File: src/rtl/tport_pkg.sv
package tport_pkg;
  localparam int BYTE_W = 8;
  localparam int CNT_W  = 2 * BYTE_W;

  // access field codes; ACC_NONE doubles as "no captured count"
  typedef enum logic [1:0] {
    ACC_NONE = 2'b00,
    ACC_LO   = 2'b01,
    ACC_HI   = 2'b10,
    ACC_WORD = 2'b11
  } acc_e;

  // codes 6 and 7 alias 2 and 3
  function automatic logic [2:0] fold_mode(input logic [2:0] m);
    return m[1] ? {1'b0, m[1:0]} : m;
  endfunction
endpackage

File: src/rtl/tport_decode.sv
module tport_decode
  import tport_pkg::*;
#(
  parameter int NCH = 3,
  localparam int AW = $clog2(NCH + 1)
) (
  input  logic              wr_en,
  input  logic [AW-1:0]     addr,
  input  logic [BYTE_W-1:1] cw_hi,
  output logic [NCH-1:0]    prog,
  output logic [NCH-1:0]    cnt_cap,
  output logic [NCH-1:0]    st_cap,
  output logic [NCH-1:0]    cnt_wr
);
  logic ctl_hit, rdbk;
  logic [1:0] sel, accf;

  assign ctl_hit = wr_en && (addr == AW'(NCH));
  assign sel     = cw_hi[7:6];
  assign accf    = cw_hi[5:4];
  assign rdbk    = (sel == 2'b11);

  for (genvar c = 0; c < NCH; c++) begin : g_dec
    logic direct, viarb;
    assign direct     = ctl_hit && !rdbk && (sel == 2'(c));
    assign viarb      = ctl_hit && rdbk && cw_hi[c+1];
    assign prog[c]    = direct && (accf != ACC_NONE);
    assign cnt_cap[c] = (direct && (accf == ACC_NONE)) || (viarb && !cw_hi[5]);
    assign st_cap[c]  = viarb && !cw_hi[4];
    assign cnt_wr[c]  = wr_en && (addr == AW'(c));
  end
endmodule

File: src/rtl/tport_chan.sv
module tport_chan
  import tport_pkg::*;
(
  input  logic              clk,
  input  logic              rst_n,
  input  logic              prog,
  input  logic [5:0]        cw_lo,
  input  logic              cnt_cap,
  input  logic              st_cap,
  input  logic              cnt_wr,
  input  logic [BYTE_W-1:0] wr_byte,
  input  logic              rd_take,
  input  logic [CNT_W-1:0]  live,
  input  logic              out_lvl,
  input  logic              taken,
  output logic [BYTE_W-1:0] rd_byte,
  output logic              ld_strb,
  output logic [CNT_W-1:0]  ld_val,
  output logic [2:0]        mode_o,
  output logic              bcd_o
);
  acc_e              acc, cap_st;
  logic [2:0]        mode;
  logic              bcd, wr_hi, rd_hi, st_pend, null_f;
  logic [BYTE_W-1:0] lo_hold, st_val;
  logic [CNT_W-1:0]  cap_val;

  assign mode_o = mode;
  assign bcd_o  = bcd;

  always_ff @(posedge clk) begin
    if (!rst_n) begin
      acc <= ACC_LO;       mode <= '0;     bcd <= 1'b0;
      wr_hi <= 1'b0;       rd_hi <= 1'b0;  lo_hold <= '0;
      cap_st <= ACC_NONE;  cap_val <= '0;
      st_pend <= 1'b0;     st_val <= '0;   null_f <= 1'b0;
      ld_strb <= 1'b0;     ld_val <= '0;
    end else begin
      ld_strb <= 1'b0;
      if (taken) null_f <= 1'b0;
      if (prog) begin
        acc   <= acc_e'(cw_lo[5:4]);
        mode  <= fold_mode(cw_lo[3:1]);
        bcd   <= cw_lo[0];
        wr_hi <= 1'b0;
        rd_hi <= 1'b0;
      end
      if (cnt_cap && cap_st == ACC_NONE) begin
        cap_val <= live;
        cap_st  <= acc;
      end
      if (st_cap && !st_pend) begin
        st_pend <= 1'b1;
        st_val  <= {out_lvl, null_f, acc, mode, bcd};
      end
      if (cnt_wr) begin
        unique case (acc)
          ACC_HI: begin
            ld_val <= {wr_byte, {BYTE_W{1'b0}}}; ld_strb <= 1'b1; null_f <= 1'b1;
          end
          ACC_WORD: begin
            if (!wr_hi) begin
              lo_hold <= wr_byte; wr_hi <= 1'b1;
            end else begin
              ld_val <= {wr_byte, lo_hold}; ld_strb <= 1'b1; null_f <= 1'b1;
              wr_hi  <= 1'b0;
            end
          end
          default: begin
            ld_val <= {{BYTE_W{1'b0}}, wr_byte}; ld_strb <= 1'b1; null_f <= 1'b1;
          end
        endcase
      end
      if (rd_take) begin
        if (st_pend)                 st_pend <= 1'b0;
        else if (cap_st != ACC_NONE) cap_st <= (cap_st == ACC_WORD) ? ACC_HI : ACC_NONE;
        else if (acc == ACC_WORD)    rd_hi <= !rd_hi;
      end
    end
  end

  always_comb begin
    if (st_pend)
      rd_byte = st_val;
    else if (cap_st != ACC_NONE)
      rd_byte = (cap_st == ACC_HI) ? cap_val[CNT_W-1:BYTE_W] : cap_val[BYTE_W-1:0];
    else if (acc == ACC_HI || (acc == ACC_WORD && rd_hi))
      rd_byte = live[CNT_W-1:BYTE_W];
    else
      rd_byte = live[BYTE_W-1:0];
  end
endmodule

File: src/rtl/timer_access_port.sv
module timer_access_port
  import tport_pkg::*;
#(
  parameter int NCH = 3,
  localparam int AW = $clog2(NCH + 1)
) (
  input  logic                  clk,
  input  logic                  rst_n,
  input  logic                  wr_en,
  input  logic                  rd_en,
  input  logic [AW-1:0]         addr,
  input  logic [BYTE_W-1:0]     wr_data,
  output logic [BYTE_W-1:0]     rd_data,
  output logic                  rd_valid,
  input  logic [NCH*CNT_W-1:0]  live_cnt,
  input  logic [NCH-1:0]        cnt_out,
  input  logic [NCH-1:0]        cnt_taken,
  output logic [NCH-1:0]        load_strb,
  output logic [NCH*CNT_W-1:0]  load_val,
  output logic [NCH*3-1:0]      cfg_mode,
  output logic [NCH-1:0]        cfg_bcd
);
  logic [NCH-1:0]    prog, cnt_cap, st_cap, cnt_wr;
  logic [BYTE_W-1:0] ch_byte [NCH];
  logic [BYTE_W-1:0] sel_byte;
  logic              rd_fire;

  assign rd_fire = rd_en && !wr_en;

  tport_decode #(.NCH(NCH)) u_dec (
    .wr_en(wr_en), .addr(addr), .cw_hi(wr_data[BYTE_W-1:1]),
    .prog(prog), .cnt_cap(cnt_cap), .st_cap(st_cap), .cnt_wr(cnt_wr)
  );

  for (genvar c = 0; c < NCH; c++) begin : g_ch
    tport_chan u_ch (
      .clk(clk), .rst_n(rst_n),
      .prog(prog[c]), .cw_lo(wr_data[5:0]),
      .cnt_cap(cnt_cap[c]), .st_cap(st_cap[c]),
      .cnt_wr(cnt_wr[c]), .wr_byte(wr_data),
      .rd_take(rd_fire && addr == AW'(c)),
      .live(live_cnt[c*CNT_W +: CNT_W]),
      .out_lvl(cnt_out[c]), .taken(cnt_taken[c]),
      .rd_byte(ch_byte[c]),
      .ld_strb(load_strb[c]), .ld_val(load_val[c*CNT_W +: CNT_W]),
      .mode_o(cfg_mode[c*3 +: 3]), .bcd_o(cfg_bcd[c])
    );
  end

  always_comb begin
    sel_byte = '0;
    for (int c = 0; c < NCH; c++)
      if (addr == AW'(c)) sel_byte = ch_byte[c];
  end

  always_ff @(posedge clk) begin
    if (!rst_n) begin
      rd_valid <= 1'b0;
      rd_data  <= '0;
    end else begin
      rd_valid <= rd_fire;
      if (rd_fire) rd_data <= sel_byte;
    end
  end
endmodule

File: config.mk
export PLATFORM = sky130hd
export DESIGN_NAME = timer_access_port
export DESIGN_NICKNAME = d
export VERILOG_FILES = /design/src/rtl/tport_pkg.sv /design/src/rtl/tport_decode.sv /design/src/rtl/tport_chan.sv /design/src/rtl/timer_access_port.sv
export SDC_FILE = /design/constraint.sdc
export NUM_CORES = 1
export LEC_CHECK = 0
export ABC_CLOCK_PERIOD_IN_PS = 1860
export BUFFER_PORTS_ARGS = -buffer_cell sky130_fd_sc_hd__buf_2
export CORE_AREA = 2 2 131 133
export CTS_BUF_LIST = sky130_fd_sc_hd__clkbuf_16
export DETAILED_ROUTE_END_ITERATION = 8
export DIE_AREA = 0 0 133 135
export GPL_TIMING_DRIVEN = 0
export PLACE_DENSITY = 0.73
export SLEW_MARGIN = 10
export SYNTH_ARGS = -nofsm -noshare
export SYNTH_HDL_FRONTEND = slang
export SYNTH_SLANG_ARGS = --single-unit
File: constraint.sdc
create_clock -name clk -period 1.86 [get_ports clk]
set_input_delay 0.093 -clock clk [delete_from_list [all_inputs] [get_ports clk]]
set_output_delay 0.093 -clock clk [all_outputs]
set_load 0.02 [all_outputs]
==> results.json <==
{
  "outcome": "finished with violations",
  "failed_checks": "negative setup slack",
  "final_max_slew_viols": 0,
  "die_width_um": 133,
  "detailedRoute.firstPassIterationCount": 5,
  "cpLargestDelayFamily": "compound AO/OA/AOI/OAI gates",
  "multi_input_comb_area_mm2": 0.004105,
  "clock_insertion_delay_worst_skew_ns": 0.45,
  "share_of_the_synthesized_netlist_area_taken_by_xor_and_xnor_gates_pct": 0,
  "synth_simple_gate_area_share_pct": 18.69,
  "synthesis.yosys.warnings": 0,
  "tritoncts": "done",
  "cts_inserted_buffers": 17,
  "layout-drive-gt1-share_pct": 22.07,
  "drv_cap": 0,
  "fin_nets": 1233,
  "timing.critical_path.buf_inv": 0,
  "post-route-period-util_pct": 100.3,
  "pin_count_of_the_biggest_net_entering_global_routing": 17,
  "power.net_switching_mw": 2.161,
  "detail-route-antenna-nets": 0,
  "cts_max_path_bufs": 2,
  "fp.coreArea_mm2": 0.01641,
  "setup_ws_ns": -0.005716,
  "critical-path-max-stage-delay_ns": 0.39,
  "die_area_mm2": 0.01796,
  "power_report.internal_total_mw": 6.450,
  "post_synth_num_cell_types": 49,
  "rsz0062_at_grt": "true",
  "crit_path_cell_trace": "or2_2 > a21oi_4 > a221oi_2 > o221ai_1 > o221a_2",
  "track_usage_pct": 28.19,
  "final_setup_violation_count": 1,
  "worst_case_clock_skew_ns": 0.007916,
  "cell_row_count": 47,
  "yosys_most_used_dff": "sky130_fd_sc_hd__dfxtp_1",
  "endpoint_kind": "register",
  "critPathMaxFanout": 8,
  "swShare_pct": 25.10,
  "complex_gate_fraction_of_the_synthesized_area_pct": 17.92,
  "fin_tns_setup_ns": -0.005716,
  "num_vias": 8071,
  "worst-slew-pin-transition_ns": 0.7674,
  "timing.critical_path.from_type": "register",
  "clkPwrFrac_pct": 41.8,
  "wire_per_inst_um": 18.71,
  "final_core_util_pct": 64.75,
  "cts.sink_count": 192,
  "seq_power_share_pct": 48.8,
  "multiplexer_area_fraction_after_synthesis_pct": 11.17,
  "required_ns": 2.25,
  "sequential_cell_area_fraction_in_the_yosys_report_pct": 46.61,
  "worst-setup-path-type": "reg2reg",
  "worst_ep_arrival_time_ns": 2.26,
  "timing_hold_violations_final": 0,
  "area_delta_synth_final_pct": 28.83,
  "placement.io_buffers": 136,
  "total_of_flip_flops_plus_latches_after_synthesis": 192,
  "global_route_wire_length_before_repair_mm": 39.62,
  "drc_errors": 0,
  "layout_min_cycle_time_ns": 1.866,
  "dieHeight_um": 135,
  "detailedRoute.firstIterationViolations": 607,
  "worst_setup_hold_path_clk_slew_ns": 0.07,
  "grt_total_ovfl": 0,
  "finish.cell_count_without_fillers": 1399,
  "cts.htree.levels": 4,
  "p_comb_share_pct": 9.4,
  "ir_worst_vdd_mv": 0.6958,
  "worstHoldPathType": "in2reg",
  "place.detailed.instances": 1305,
  "via_count_of_the_first_global_routing_pass": 7495,
  "power_density_mw_per_mm2": 810.5,
  "synthesis.instances": 949,
  "synth_top_family_by_area": "simple AND/OR/NAND/NOR gates",
  "place_hpwl_mm": 17.77,
  "top_level_ports": 140,
  "avgSynthCellArea_um2": 8.690,
  "cell_area_after_synthesis_mm2": 0.008247,
  "cellLeakagePower_nw": 4.053,
  "fillers": 1411,
  "synthArstFlopShare_pct": 0,
  "synthAdderAreaFrac_pct": 0,
  "wl_mm": 26.18,
  "cts.root.buffer_cell": "sky130_fd_sc_hd__clkbuf_16",
  "area.sequential_mm2": 0.003849,
  "starting_density_pct": 50.26,
  "finalWeightedCongestion": 0.8930,
  "synth_nets": 1017,
  "antenna_found_initial": 1,
  "synth_enable_flop_cells": 0,
  "master_of_the_slowest_instance_on_the_critical_path": "sky130_fd_sc_hd__or2_2",
  "max_slew_headroom_at_the_worst_pin_pct": 48.84,
  "detail_route.vias_per_cell": 5.769,
  "max_clock_freq_mhz": 536.0
}
==> cells in the mapped netlist, drive strengths merged (18+ instances only) <==
cell type  count  area share, %
clkbuf        67            3.0
mux2i         92             11
dfxtp        192             47
nand3         51            3.1
a221oi        23            2.4
nor3          25            1.5
nor2         143            6.6
o21ai         57            3.5
nand2         70            3.2
nor2b         18            1.4
buf           23            1.9
a21oi         63            3.9
==> path summary, 6_finish.rpt <==
path	start	end	slack, ns	cells after the start
max	g_ch[1].u_ch.cap_st[1]	rd_data[6]	-0.006	5
min	wr_data[2]	g_ch[0].u_ch.mode_o[2]	0.1	4
max reg2reg	g_ch[1].u_ch.cap_st[1]	rd_data[6]	-0.006	5
min reg2reg	g_ch[0].u_ch.ld_val[11]	g_ch[0].u_ch.ld_val[11]	0.45	2
==> cell type report <==
| type | instances | share of cell area (%) |
|---|---|---|
| timing repair buffer | 202 | 12.73 |
| clock buffer | 17 | 4.004 |
| sequential | 192 | 36.23 |
| buffer | 85 | 3.886 |
| multi-input combinational | 653 | 38.64 |
| clock inverter | 15 | 1.390 |
| inverter | 14 | 0.5064 |
| tap | 220 | 2.591 |
| antenna | 1 | 0.02355 |
==> through the flow <==
stage	cell area (um^2)	worst slack, ns	power [mW]	hold slack, ns
final	10620	-0.005716	8.610	0.09805
after global routing	10620	-0.06492	8.857	0.1059
after CTS	10500	0.003206	8.584	0.07675
after detailed placement	9206	-0.4485	4.969	0.3450
after global placement	9206	-0.4346	4.963	0.3425
after floorplan	8250	0.003149	4.673	0.2329
==> layout by cell type (no fill, tap or decap), types with 4 or more instances in the layout <==
| cell type | Yosys | routed |
|---|---|---|
| sky130_fd_sc_hd__nand2_1 | 70 | 69 |
| sky130_fd_sc_hd__nor3b_1 | 4 | 4 |
| sky130_fd_sc_hd__buf_1 | 5 | 5 |
| sky130_fd_sc_hd__nand3_1 | 51 | 51 |
| sky130_fd_sc_hd__nor2_1 | 140 | 140 |
| sky130_fd_sc_hd__nand2b_1 | 7 | 7 |
| sky130_fd_sc_hd__and3_1 | 4 | 4 |
| sky130_fd_sc_hd__mux2i_1 | 92 | 91 |
| sky130_fd_sc_hd__a31o_2 | 8 | 8 |
| sky130_fd_sc_hd__a221oi_2 | 0 | 7 |
| sky130_fd_sc_hd__o21a_1 | 5 | 5 |
| sky130_fd_sc_hd__inv_1 | 12 | 13 |
| sky130_fd_sc_hd__buf_12 | 0 | 4 |
| sky130_fd_sc_hd__a311oi_1 | 14 | 14 |
| sky130_fd_sc_hd__nor3_1 | 25 | 25 |
| sky130_fd_sc_hd__a221oi_1 | 23 | 16 |
| sky130_fd_sc_hd__o211ai_1 | 5 | 5 |
| sky130_fd_sc_hd__a21oi_2 | 1 | 5 |
| sky130_fd_sc_hd__a221o_1 | 9 | 9 |
| sky130_fd_sc_hd__clkbuf_1 | 67 | 55 |
| sky130_fd_sc_hd__buf_4 | 10 | 18 |
| sky130_fd_sc_hd__nor2b_1 | 18 | 18 |
| sky130_fd_sc_hd__dfxtp_2 | 0 | 4 |
| sky130_fd_sc_hd__dlygate4sd3_1 | 0 | 54 |
| sky130_fd_sc_hd__clkbuf_16 | 0 | 17 |
| sky130_fd_sc_hd__clkbuf_2 | 0 | 7 |
| sky130_fd_sc_hd__o221a_2 | 8 | 8 |
| sky130_fd_sc_hd__o221ai_2 | 0 | 5 |
| sky130_fd_sc_hd__a21oi_1 | 62 | 56 |
| sky130_fd_sc_hd__clkinv_4 | 0 | 5 |
| sky130_fd_sc_hd__dfxtp_1 | 192 | 188 |
| sky130_fd_sc_hd__a31oi_1 | 8 | 8 |
| sky130_fd_sc_hd__o21ai_0 | 54 | 54 |
| sky130_fd_sc_hd__buf_2 | 4 | 140 |
==> kinds of logic (layout without fill, tap and decap cells) <==
logic type,after synthesis,after routing
AOI/OAI and AO/OA,218,218
buffers and inverters,104,333
DFF,192,192
muxes,92,92
other,0,1
and+or+nand+nor,343,343
==> timing repair <==
action | CTS | global route
pin swaps | 4 | 5
hold buffers | 54 | 0
setup endpoints to repair | 80 | 85
buffers inserted | 7 | 5
hold endpoints to repair | 54 | 0
gates resized for setup | 29 | 29
==> sequential cells by signal, summed over array words and instances, names as in the netlist <==
name / cells
rd_valid: 1
g_ch.u_ch.st_pend: 3
g_ch.u_ch.mode_o: 9
rd_data: 8
g_ch.u_ch.cap_val: 48
g_ch.u_ch.ld_strb: 3
g_ch.u_ch.ld_val: 48
g_ch.u_ch.bcd_o: 3
g_ch.u_ch.st_val: 24
g_ch.u_ch.lo_hold: 24
g_ch.u_ch.cap_st: 6
g_ch.u_ch.wr_hi: 3
g_ch.u_ch.rd_hi: 3
g_ch.u_ch.null_f: 3
g_ch.u_ch.acc: 6
==> worst reg2reg max path, stage by stage, from the launching register on <==
cell and delay, ns:
sky130_fd_sc_hd__dfxtp_1 0.33, sky130_fd_sc_hd__or2_2 0.39, sky130_fd_sc_hd__a21oi_4 0.38, sky130_fd_sc_hd__a221oi_2 0.16
sky130_fd_sc_hd__o221ai_1 0.31, sky130_fd_sc_hd__o221a_2 0.25
==> per-layer routing <==
metal	global-route usage [%]	part of all wire, %	vias up
li1	-	-	3802
met1	36.97	42	3853
met2	46.95	49	360
met3	5.293	7.2	56
met4	9.618	2.4	0
met5	0	0	-
==> power groups by stage <==
| stage | registers (mW) | logic, mW | clock network [mW] |
|---|---|---|---|
| after floorplan | 4.34 | 0.333 | 0 |
| after global placement | 4.30 | 0.666 | 0 |
| after detailed placement | 4.30 | 0.671 | 0 |
| after CTS | 4.20 | 0.777 | 3.60 |
| after global routing | 4.21 | 0.862 | 3.79 |
| final | 4.21 | 0.810 | 3.60 |
Power figures use the tool's default switching activity.
